==> src/rtl/udp_hdr_pkg.sv <==
package udp_hdr_pkg;
  localparam int HDR_BYTES   = 42;
  localparam int MIN_FRAME   = 60;
  localparam int IPH_BYTES   = 20;
  localparam int UDPH_BYTES  = 8;
  localparam logic [15:0] ETH_TYPE_V4 = 16'h0800;
  localparam logic [7:0]  VER_IHL     = 8'h45;
  localparam logic [7:0]  PROTO_UDP   = 8'd17;
endpackage

==> src/rtl/udp_ipv4_csum.sv <==
module udp_ipv4_csum
  import udp_hdr_pkg::*;
#(
  parameter logic [7:0] TTL = 8'd64
) (
  input  logic [15:0] tot_len,
  input  logic [31:0] src_ip,
  input  logic [31:0] dst_ip,
  output logic [15:0] csum
);
  logic [19:0] sum;
  logic [16:0] fold1;
  logic [16:0] fold2;

  always_comb begin
    sum = {4'd0, VER_IHL, 8'h00} + {4'd0, tot_len}
        + {4'd0, TTL, PROTO_UDP}
        + {4'd0, src_ip[31:16]} + {4'd0, src_ip[15:0]}
        + {4'd0, dst_ip[31:16]} + {4'd0, dst_ip[15:0]};
    fold1 = {1'b0, sum[15:0]} + {13'd0, sum[19:16]};
    fold2 = {1'b0, fold1[15:0]} + {16'd0, fold1[16]};
    csum  = ~fold2[15:0];
  end
endmodule

==> src/rtl/udp_hdr_bytes.sv <==
module udp_hdr_bytes
  import udp_hdr_pkg::*;
#(
  parameter logic [7:0] TTL = 8'd64
) (
  input  logic [5:0]  sel,
  input  logic [47:0] dst_mac,
  input  logic [47:0] src_mac,
  input  logic [31:0] src_ip,
  input  logic [31:0] dst_ip,
  input  logic [15:0] src_port,
  input  logic [15:0] dst_port,
  input  logic [15:0] tot_len,
  input  logic [15:0] udp_len,
  input  logic [15:0] csum,
  output logic [7:0]  hdr_byte
);
  localparam int HDR_BITS = HDR_BYTES * 8;
  logic [HDR_BITS-1:0] hdr;

  always_comb begin
    hdr = {dst_mac, src_mac, ETH_TYPE_V4, VER_IHL, 8'h00, tot_len,
           16'h0000, 16'h0000, TTL, PROTO_UDP, csum, src_ip, dst_ip,
           src_port, dst_port, udp_len, 16'h0000};
    if (int'(sel) < HDR_BYTES)
      hdr_byte = hdr[8*(HDR_BYTES-1-int'(sel)) +: 8];
    else
      hdr_byte = 8'h00;
  end
endmodule

==> src/rtl/udp_hdr_streamer.sv <==
module udp_hdr_streamer
  import udp_hdr_pkg::*;
#(
  parameter int         PLEN_W = 11,
  parameter logic [7:0] TTL    = 8'd64
) (
  input  logic              clk,
  input  logic              rst_n,
  input  logic              start,
  output logic              busy,
  input  logic [47:0]       cfg_dst_mac,
  input  logic [47:0]       cfg_src_mac,
  input  logic [31:0]       cfg_src_ip,
  input  logic [31:0]       cfg_dst_ip,
  input  logic [15:0]       cfg_src_port,
  input  logic [15:0]       cfg_dst_port,
  input  logic [PLEN_W-1:0] cfg_plen,
  input  logic [7:0]        pl_data,
  input  logic              pl_valid,
  output logic              pl_ready,
  output logic [7:0]        tx_data,
  output logic              tx_valid,
  input  logic              tx_ready,
  output logic              tx_last
);
  localparam int IDX_W = (PLEN_W + 1 > 7) ? PLEN_W + 1 : 7;

  logic              busy_q, busy_d;
  logic [IDX_W-1:0]  idx_q, idx_d;
  logic [15:0]       csum_q;
  logic [PLEN_W-1:0] plen_q;
  logic              load_en;
  logic [15:0]       csum_new;
  logic [15:0]       tot_len_cfg, tot_len_q, udp_len_q;
  logic [IDX_W-1:0]  pay_end, frm_end;
  logic              in_hdr, in_pay, fire, is_last;
  logic [7:0]        hdr_byte;

  assign tot_len_cfg = 16'(cfg_plen) + 16'(IPH_BYTES + UDPH_BYTES);
  assign tot_len_q   = 16'(plen_q) + 16'(IPH_BYTES + UDPH_BYTES);
  assign udp_len_q   = 16'(plen_q) + 16'(UDPH_BYTES);

  udp_ipv4_csum #(.TTL(TTL)) u_csum (
    .tot_len (tot_len_cfg),
    .src_ip  (cfg_src_ip),
    .dst_ip  (cfg_dst_ip),
    .csum    (csum_new)
  );

  udp_hdr_bytes #(.TTL(TTL)) u_hdr (
    .sel      (idx_q[5:0]),
    .dst_mac  (cfg_dst_mac),
    .src_mac  (cfg_src_mac),
    .src_ip   (cfg_src_ip),
    .dst_ip   (cfg_dst_ip),
    .src_port (cfg_src_port),
    .dst_port (cfg_dst_port),
    .tot_len  (tot_len_q),
    .udp_len  (udp_len_q),
    .csum     (csum_q),
    .hdr_byte (hdr_byte)
  );

  always_comb begin
    pay_end  = IDX_W'(HDR_BYTES) + IDX_W'(plen_q);
    frm_end  = (pay_end < IDX_W'(MIN_FRAME)) ? IDX_W'(MIN_FRAME) : pay_end;
    in_hdr   = idx_q < IDX_W'(HDR_BYTES);
    in_pay   = !in_hdr && (idx_q < pay_end);
    tx_valid = busy_q && (in_pay ? pl_valid : 1'b1);
    pl_ready = busy_q && in_pay && tx_ready;
    tx_data  = in_hdr ? hdr_byte : (in_pay ? pl_data : 8'h00);
    is_last  = idx_q == (frm_end - IDX_W'(1));
    tx_last  = tx_valid && is_last;
    fire     = tx_valid && tx_ready;
    busy     = busy_q;
  end

  always_comb begin
    busy_d  = busy_q;
    idx_d   = idx_q;
    load_en = 1'b0;
    if (!busy_q) begin
      if (start) begin
        busy_d  = 1'b1;
        idx_d   = '0;
        load_en = 1'b1;
      end
    end else if (fire) begin
      idx_d = idx_q + IDX_W'(1);
      if (is_last) busy_d = 1'b0;
    end
  end

  always_ff @(posedge clk or negedge rst_n) begin
    if (!rst_n) begin
      busy_q <= 1'b0;
      idx_q  <= '0;
    end else begin
      busy_q <= busy_d;
      idx_q  <= idx_d;
    end
  end

  always_ff @(posedge clk or negedge rst_n) begin
    if (!rst_n) begin
      csum_q <= '0;
      plen_q <= '0;
    end else if (load_en) begin
      csum_q <= csum_new;
      plen_q <= cfg_plen;
    end
  end
endmodule

==> config.mk <==
export PLATFORM = sky130hd
export DESIGN_NAME = udp_hdr_streamer
export DESIGN_NICKNAME = d
export VERILOG_FILES = /design/src/rtl/udp_hdr_pkg.sv /design/src/rtl/udp_ipv4_csum.sv /design/src/rtl/udp_hdr_bytes.sv /design/src/rtl/udp_hdr_streamer.sv
export SDC_FILE = /design/constraint.sdc
export NUM_CORES = 1
export LEC_CHECK = 0
export ABC_CLOCK_PERIOD_IN_PS = 8500
export BUFFER_PORTS_ARGS = -buffer_cell sky130_fd_sc_hd__buf_2
export CELL_PAD_IN_SITES_DETAIL_PLACEMENT = 0
export CELL_PAD_IN_SITES_GLOBAL_PLACEMENT = 1
export CORE_MARGIN = 2
export CORE_UTILIZATION = 44
export CTS_CLUSTER_DIAMETER = 80
export DETAILED_ROUTE_END_ITERATION = 12
export PLACE_DENSITY_LB_ADDON = 0.2
export SKIP_CTS_REPAIR_TIMING = 1
export SYNTH_ARGS = -nofsm -noshare
export SYNTH_HDL_FRONTEND = slang
export SYNTH_SLANG_ARGS = --single-unit
==> constraint.sdc <==
create_clock -name clk -period 8.5 [get_ports clk]
set_clock_uncertainty 0.2 [all_clocks]
set_input_delay 2.55 -clock clk [delete_from_list [all_inputs] [get_ports clk]]
set_output_delay 2.55 -clock clk [all_outputs]
set_load 0.005 [all_outputs]
* After elaboration in Yosys (flattened, before gate mapping)
Index checks and enable logic that the tools add are counted.
W data, S select, Z words.
** Operators by class
- Add/sub/neg operators :: 15
- Multiply operators :: 0
- Divide/modulo/power cells :: 0
- Magnitude comparators :: 4
- Equal/unequal tests :: 2
- Shifts and indexed selects :: 1
- Multiplexer cells :: 13
- Bitwise gates (word level) :: 1
- Reduce and logical (&&, ||, !) cells :: 9
** Operator list (count)
- $shiftx A336 B32 Y8 :: 1
- $add A20 B16 Y20 :: 4
- $mux W12 :: 4
- $add A11 B5 Y12 const B :: 2
- $lt A12 B6 Y1 const B :: 2
- $mux W8 :: 3
- $add A20 B15 Y20 const B :: 1
- $add A16 B4 Y17 :: 1
- $add A15 B12 Y16 const A :: 1
- $add A16 B1 Y16 :: 1
- $not A16 Y16 :: 1
- $add A11 B4 Y12 const B :: 1
- $add A12 B1 Y12 const B :: 1
- $add A6 B11 Y12 const A :: 1
- $eq A12 B12 Y1 :: 1
- $lt A12 B12 Y1 :: 1
- $sub A12 B1 Y12 const B :: 1
- $sub A6 B6 Y7 const A :: 1
- $logic_and A1 B1 Y1 :: 6
- $lt A6 B6 Y1 const B :: 1
- $mux W1 :: 6
- $ne A2 B1 Y1 const B :: 1
- $reduce_and A2 Y1 :: 1
- $reduce_bool A2 Y1 :: 1
- $logic_not A1 Y1 :: 1
** Word-level totals
- Flip-flop bits (word level) :: 40
- Latch bits :: 0
- Memory bits (writable) :: 0
- Memory bits (read-only) :: 0
- Input port bits :: 216
- Logic and storage cells :: 49
- Memories kept :: 0

* Logic depth before layout (Yosys ltp)
- Depth in word-level cells :: 10
- Mapped depth :: 38
- Mapped depth without buffers :: 38

* Hierarchy
From an unflattened synthesis, not the netlist that was laid out.
** Second synthesis, totals
- Cell total of the unflattened synthesis :: 1038
- Area, all modules :: 9310.2 um^2
** By module, submodules not included
- udp_hdr_streamer :: instances 1, cells each 354, area an instance 3413.3 um^2
- udp_ipv4_csum :: instances 1, cells each 354, area an instance 3072.9 um^2
- udp_hdr_bytes :: instances 1, cells each 330, area an instance 2824.0 um^2

* Worst setup path before layout
Ideal clock, no wire load.
- Path type :: input to register
- Start :: input port cfg_plen[2]
- End :: register csum_q[14]
- Setup time :: 69 ps
- Data arrival time :: 10317 ps
- Slack :: -2086 ps
- Stages :: 38
- Path through :: inv_1 -> ha_1 -> a21boi_0 -> xor2_1 -> fa_1 -> inv_1 -> fa_1 -> fa_1 -> inv_1 -> ha_1 -> buf_6 -> or4_4 -> a21oi_4 -> o31ai_2 -> o21a_1 -> nor2_1 -> nor2b_1 -> o21a_1 -> (+2 left out) -> ha_1 -> inv_1 -> fa_1 -> nor2b_1 -> o21ai_0 -> nand2b_1 -> nand3b_1 -> nor2_1 -> and4_1 -> and3_1 -> ha_1 -> and3_1 -> nand3_1 -> or2_2 -> nor4_1 -> o21ai_1 -> or4_1 -> nand3_1
** On the way
- Cells in the longest elaborated chain, start to end :: 10
** RTL lines
- start: declaration :: line udp_hdr_streamer.sv:17 : input logic [PLEN_W-1:0] cfg_plen,
- $add A11 B5 Y12 :: line udp_hdr_streamer.sv:39 : assign tot_len_cfg = 16'(cfg_plen) + 16'(IPH_BYTES + UDPH_BYTES);
- $add A15 B12 Y16 :: line udp_ipv4_csum.sv:16 : sum = {4'd0, VER_IHL, 8'h00} + {4'd0, tot_len}
- $add A20 B15 Y20 :: line udp_ipv4_csum.sv:17 : + {4'd0, TTL, PROTO_UDP}
- $add A20 B16 Y20 (2 in a row) :: line udp_ipv4_csum.sv:18 : + {4'd0, src_ip[31:16]} + {4'd0, src_ip[15:0]}
- $add A20 B16 Y20 (2 in a row) :: line udp_ipv4_csum.sv:19 : + {4'd0, dst_ip[31:16]} + {4'd0, dst_ip[15:0]};
- $add A16 B4 Y17 :: line udp_ipv4_csum.sv:20 : fold1 = {1'b0, sum[15:0]} + {13'd0, sum[19:16]};
- $add A16 B1 Y16 :: line udp_ipv4_csum.sv:21 : fold2 = {1'b0, fold1[15:0]} + {16'd0, fold1[16]};
- $not A16 Y16 :: line udp_ipv4_csum.sv:22 : csum = ~fold2[15:0];
- end signal: assignment :: line udp_hdr_streamer.sv:109 : csum_q <= csum_new;
- end: declaration :: line udp_hdr_streamer.sv:30 : logic [15:0] csum_q;
Every way passes these cells.
A chain may end at the register's enable or synchronous reset.

* Worst setup path in the final report
- Start :: input port cfg_plen[4]
- End :: register csum_q[14]
Same word-level chain as after synthesis.

==> flow_metrics.tcl <==
set metrics [dict create \
    fin_tns_setup_ns -14.21 \
    fp.dieW_microns 141 \
    dpl.hpwl_mm 24.5 \
    grtUsageMet2_pct 52.8 \
    clkTransAtPathRegs_ns 0.06 \
    synth_xor_area_share_pct 8.47 \
    status "finished, violations left" \
    critPathBufInv 4 \
    cp_slowest_cell "or4_4" \
    routed_via_density 5.68 \
    grt_max_degree 64 \
    cp_common_cell "nor2_2" \
    cts_inserted_buffers 5 \
    synth_area_leaders "dfrtp_1, fa_1, mux4_2" \
    hold_viol_final 0 \
    clk_latency_ns 0.29 \
    io_pins 228 \
    cts_tree "done" \
    rrSetupSlack_ns 3.64 \
    synth_seq_cells 40 \
    power_w 0.00441 \
    crit_type "primary input to flop" \
    cts.sinks 40 \
    timing.fmax_mhz 102 \
    ys_types 81 \
    final_common_cell "buf_2" \
    ys_warn_count 0 \
    ys.flop_type "dfrtp_1" \
    grt_pass1_wl_mm 44.9 \
    final_cell_mix "buf_2, buf_4, inv_1" \
    rr_startpoint "plen_q[3]$_DFFE_PN0P_" \
    rsz0062_at_grt "true" \
    initial_core_util_pct 45.3 \
    worstRegToRegCells 16 \
    coreArea_sq_um 18100 \
    power_leakage_nw 5.15 \
    max_stage_delay_ns 0.53 \
    ir_worst_vdd_v 0.000169 \
    use_met3_pct 3.16 \
    period_share_pct 115 \
    pwr-share-clk_pct 4.6 \
    p_switching_w 0.00227 \
    syn_to_final_growth_pct 31.7 \
    min_period_ns 9.78 \
    htree_levels 2 \
    io_buffers 227 \
    rows 49 \
    hold_class "flop to flop" \
    diodes 0 \
    arrival_ns 9.80 \
    crit_path_end_kind "flop" \
    synth_edf_count 0 \
    synth_compound_area_share_pct 19.5 \
    routed_wl_mm 29.4 \
    placedCellCount 1469 \
    holdPathEnd "csum_q[9]$_DFFE_PN0P_" \
    switching_share_pct 51.5 \
    synthesis.area_sq_um 8220 \
    final_antenna_net_count 0 \
    synth_top_family_by_area "adder cells" \
    nets 1580 \
    timing.rr.end "busy$_DFF_PN0_" \
    tightestPinTransition_ns 0.967 \
    vias 8441 \
    gp_congestion 0.992 \
    wl_per_cell_microns 19.8 \
    slew_headroom_pct 35.1 \
    grtUsageTotal_pct 29.0 \
    synth-simple-area-share_pct 16.2 \
    synth.largest_area_cell "dfrtp_1" \
    cp-start-kind "primary input" \
    p_comb_share_pct 86.4 \
    cpLargestDelayFamily "simple AND/OR/NAND/NOR gates" \
    clk_path_buf_depth 2 \
    synthAdderAreaFrac_pct 20.6 \
    cp.required_ns 8.53 \
    first_pass_iters 5 \
    top_usage_layer "met2" \
    antenna_found_initial 0 \
    grt_pass1_vias 8176 \
    ys_async_sr_fraction_pct 100 \
    p_seq_share_pct 8.9 \
    die_area_sq_um 19800 \
    maxSlewViolCount 0 \
    synth.area.mux_share_pct 14.9 \
    drv_cap 0 \
    dieHeight_microns 141 \
    intPower_w 0.00214 \
    fill_cells 1669 \
    drive_gt1_share_pct 38.1 \
    netlist.area_leader.share_pct 12.2 \
    clock-root-buffer "clkbuf_16" \
    setup_viol_count_final 16 \
    seq_area_frac_synth_pct 12.2 \
    drt_iter0_drc 531 \
    stdcell_count 1486 \
    synthCells 954 \
    synth_nets 1278 \
    syn_area_per_cell_sq_um 8.61 \
    hp-start "csum_q[9]$_DFFE_PN0P_" \
    p_per_area_nw_per_um2 407 \
    critPathMaxFanout 2 \
    drcViolationCount 0 \
    overflow 0 \
    setup_ws_ns -1.28 \
    violations "negative setup slack" \
    met1_usage_pct 36.0 \
    hold_depth 2 \
]
==> state kept, by name, summed over array words and instances (netlist names) <==
register,count
busy,1
idx_q,12
plen_q,11
csum_q,16
==> synthesized netlist by cell type (6+ instances only) <==
master and n:
inv_1 110, nand2_1 92, ha_1 63, o21ai_0 53, xnor2_1 49, fa_1 45, a21oi_1 40, dfrtp_1 40
mux4_2 40, nor2_1 39, clkbuf_1 28, mux2i_1 28, xor2_1 26, nor3_1 25, nand3_1 24, o22ai_1 18
o21a_1 13, nand2b_1 11, nor4_1 11, a22o_1 10, nor2b_1 10, a211oi_1 9, and3_1 9, o211ai_1 9
a21o_1 8, a31oi_1 7, buf_1 7, buf_2 7, nand4_1 7, or3_1 7, buf_6 6, o31ai_1 6
==> worst min-delay path: cells and delay by family (launching register included) <==
family / cells / cell delay, ns
flops: 1 / 0.34
simple gates: 2 / 0.10
==> area by class of cell <==
| cell class | count | area [sq um] | share of cell area (%) |
|---|---|---|---|
| Multi-Input combinational cell | 753 | 6870 | 63.5 |
| Timing Repair Buffer | 346 | 2070 | 19.1 |
| Sequential cell | 40 | 1010 | 9.29 |
| Inverter | 110 | 430 | 3.98 |
| Tap cell | 229 | 287 | 2.65 |
| Clock buffer | 8 | 156 | 1.45 |
==> layer usage <==
| layer | part of all wire [%] | vias up |
|---|---|---|
| li1 | - | 4049 |
| met1 | 41 | 4039 |
| met2 | 50 | 313 |
| met3 | 5.6 | 40 |
| met4 | 3.0 | 0 |
| met5 | 0 | - |
==> cells by family (layout without fill, tap and decap cells) <==
kind of cell	Yosys count	in the layout
simple gates	265	265
compound gates	231	231
buf+inv	161	464
fa+ha+maj	108	108
xor+xnor	77	77
mux	72	72
flops	40	40
==> power by group through the flow <==
stage	Clock, W	Sequential, W	Combinational [W]
6_report	0.000204	0.000394	0.00381
5_1_grt	0.000215	0.000411	0.00413
4_1_cts	0.000206	0.000397	0.00362
3_5_place_dp	0	0.000401	0.00360
3_3_place_gp	0	0.000397	0.00357
2_1_floorplan	0	0.000284	0.00239
==> worst max path at each step <==
stage                     depth (start not counted)                     end   startpoint  slack [ns]
final                                            38  csum_q[14]$_DFFE_PN0P_  cfg_plen[4]       -1.28
after global routing                             38  csum_q[14]$_DFFE_PN0P_  cfg_plen[2]       -1.61
after CTS                                        38  csum_q[14]$_DFFE_PN0P_  cfg_plen[3]       -1.53
after detailed placement                         38  csum_q[14]$_DFFE_PN0P_  cfg_plen[3]       -1.83
after global placement                           38  csum_q[14]$_DFFE_PN0P_  cfg_plen[3]       -1.59
after floorplan                                  38  csum_q[14]$_DFFE_PN0P_  cfg_plen[3]       -1.58
==> per-stage QoR <==
stage | hold WS [ns] | worst slack, ns | util (%) | instance area, sq um
floorplan | 0.234 | -1.58 | - | 8360
global route | 0.305 | -1.61 | 59.6 | 10800
finish | 0.269 | -1.28 | 59.6 | 10800
CTS | 0.265 | -1.53 | 57.9 | 10500
global placement | 0.246 | -1.59 | 57.1 | 10400
detailed placement | 0.252 | -1.83 | 57.1 | 10400
No activity file was read; power rests on OpenSTA's default activity.
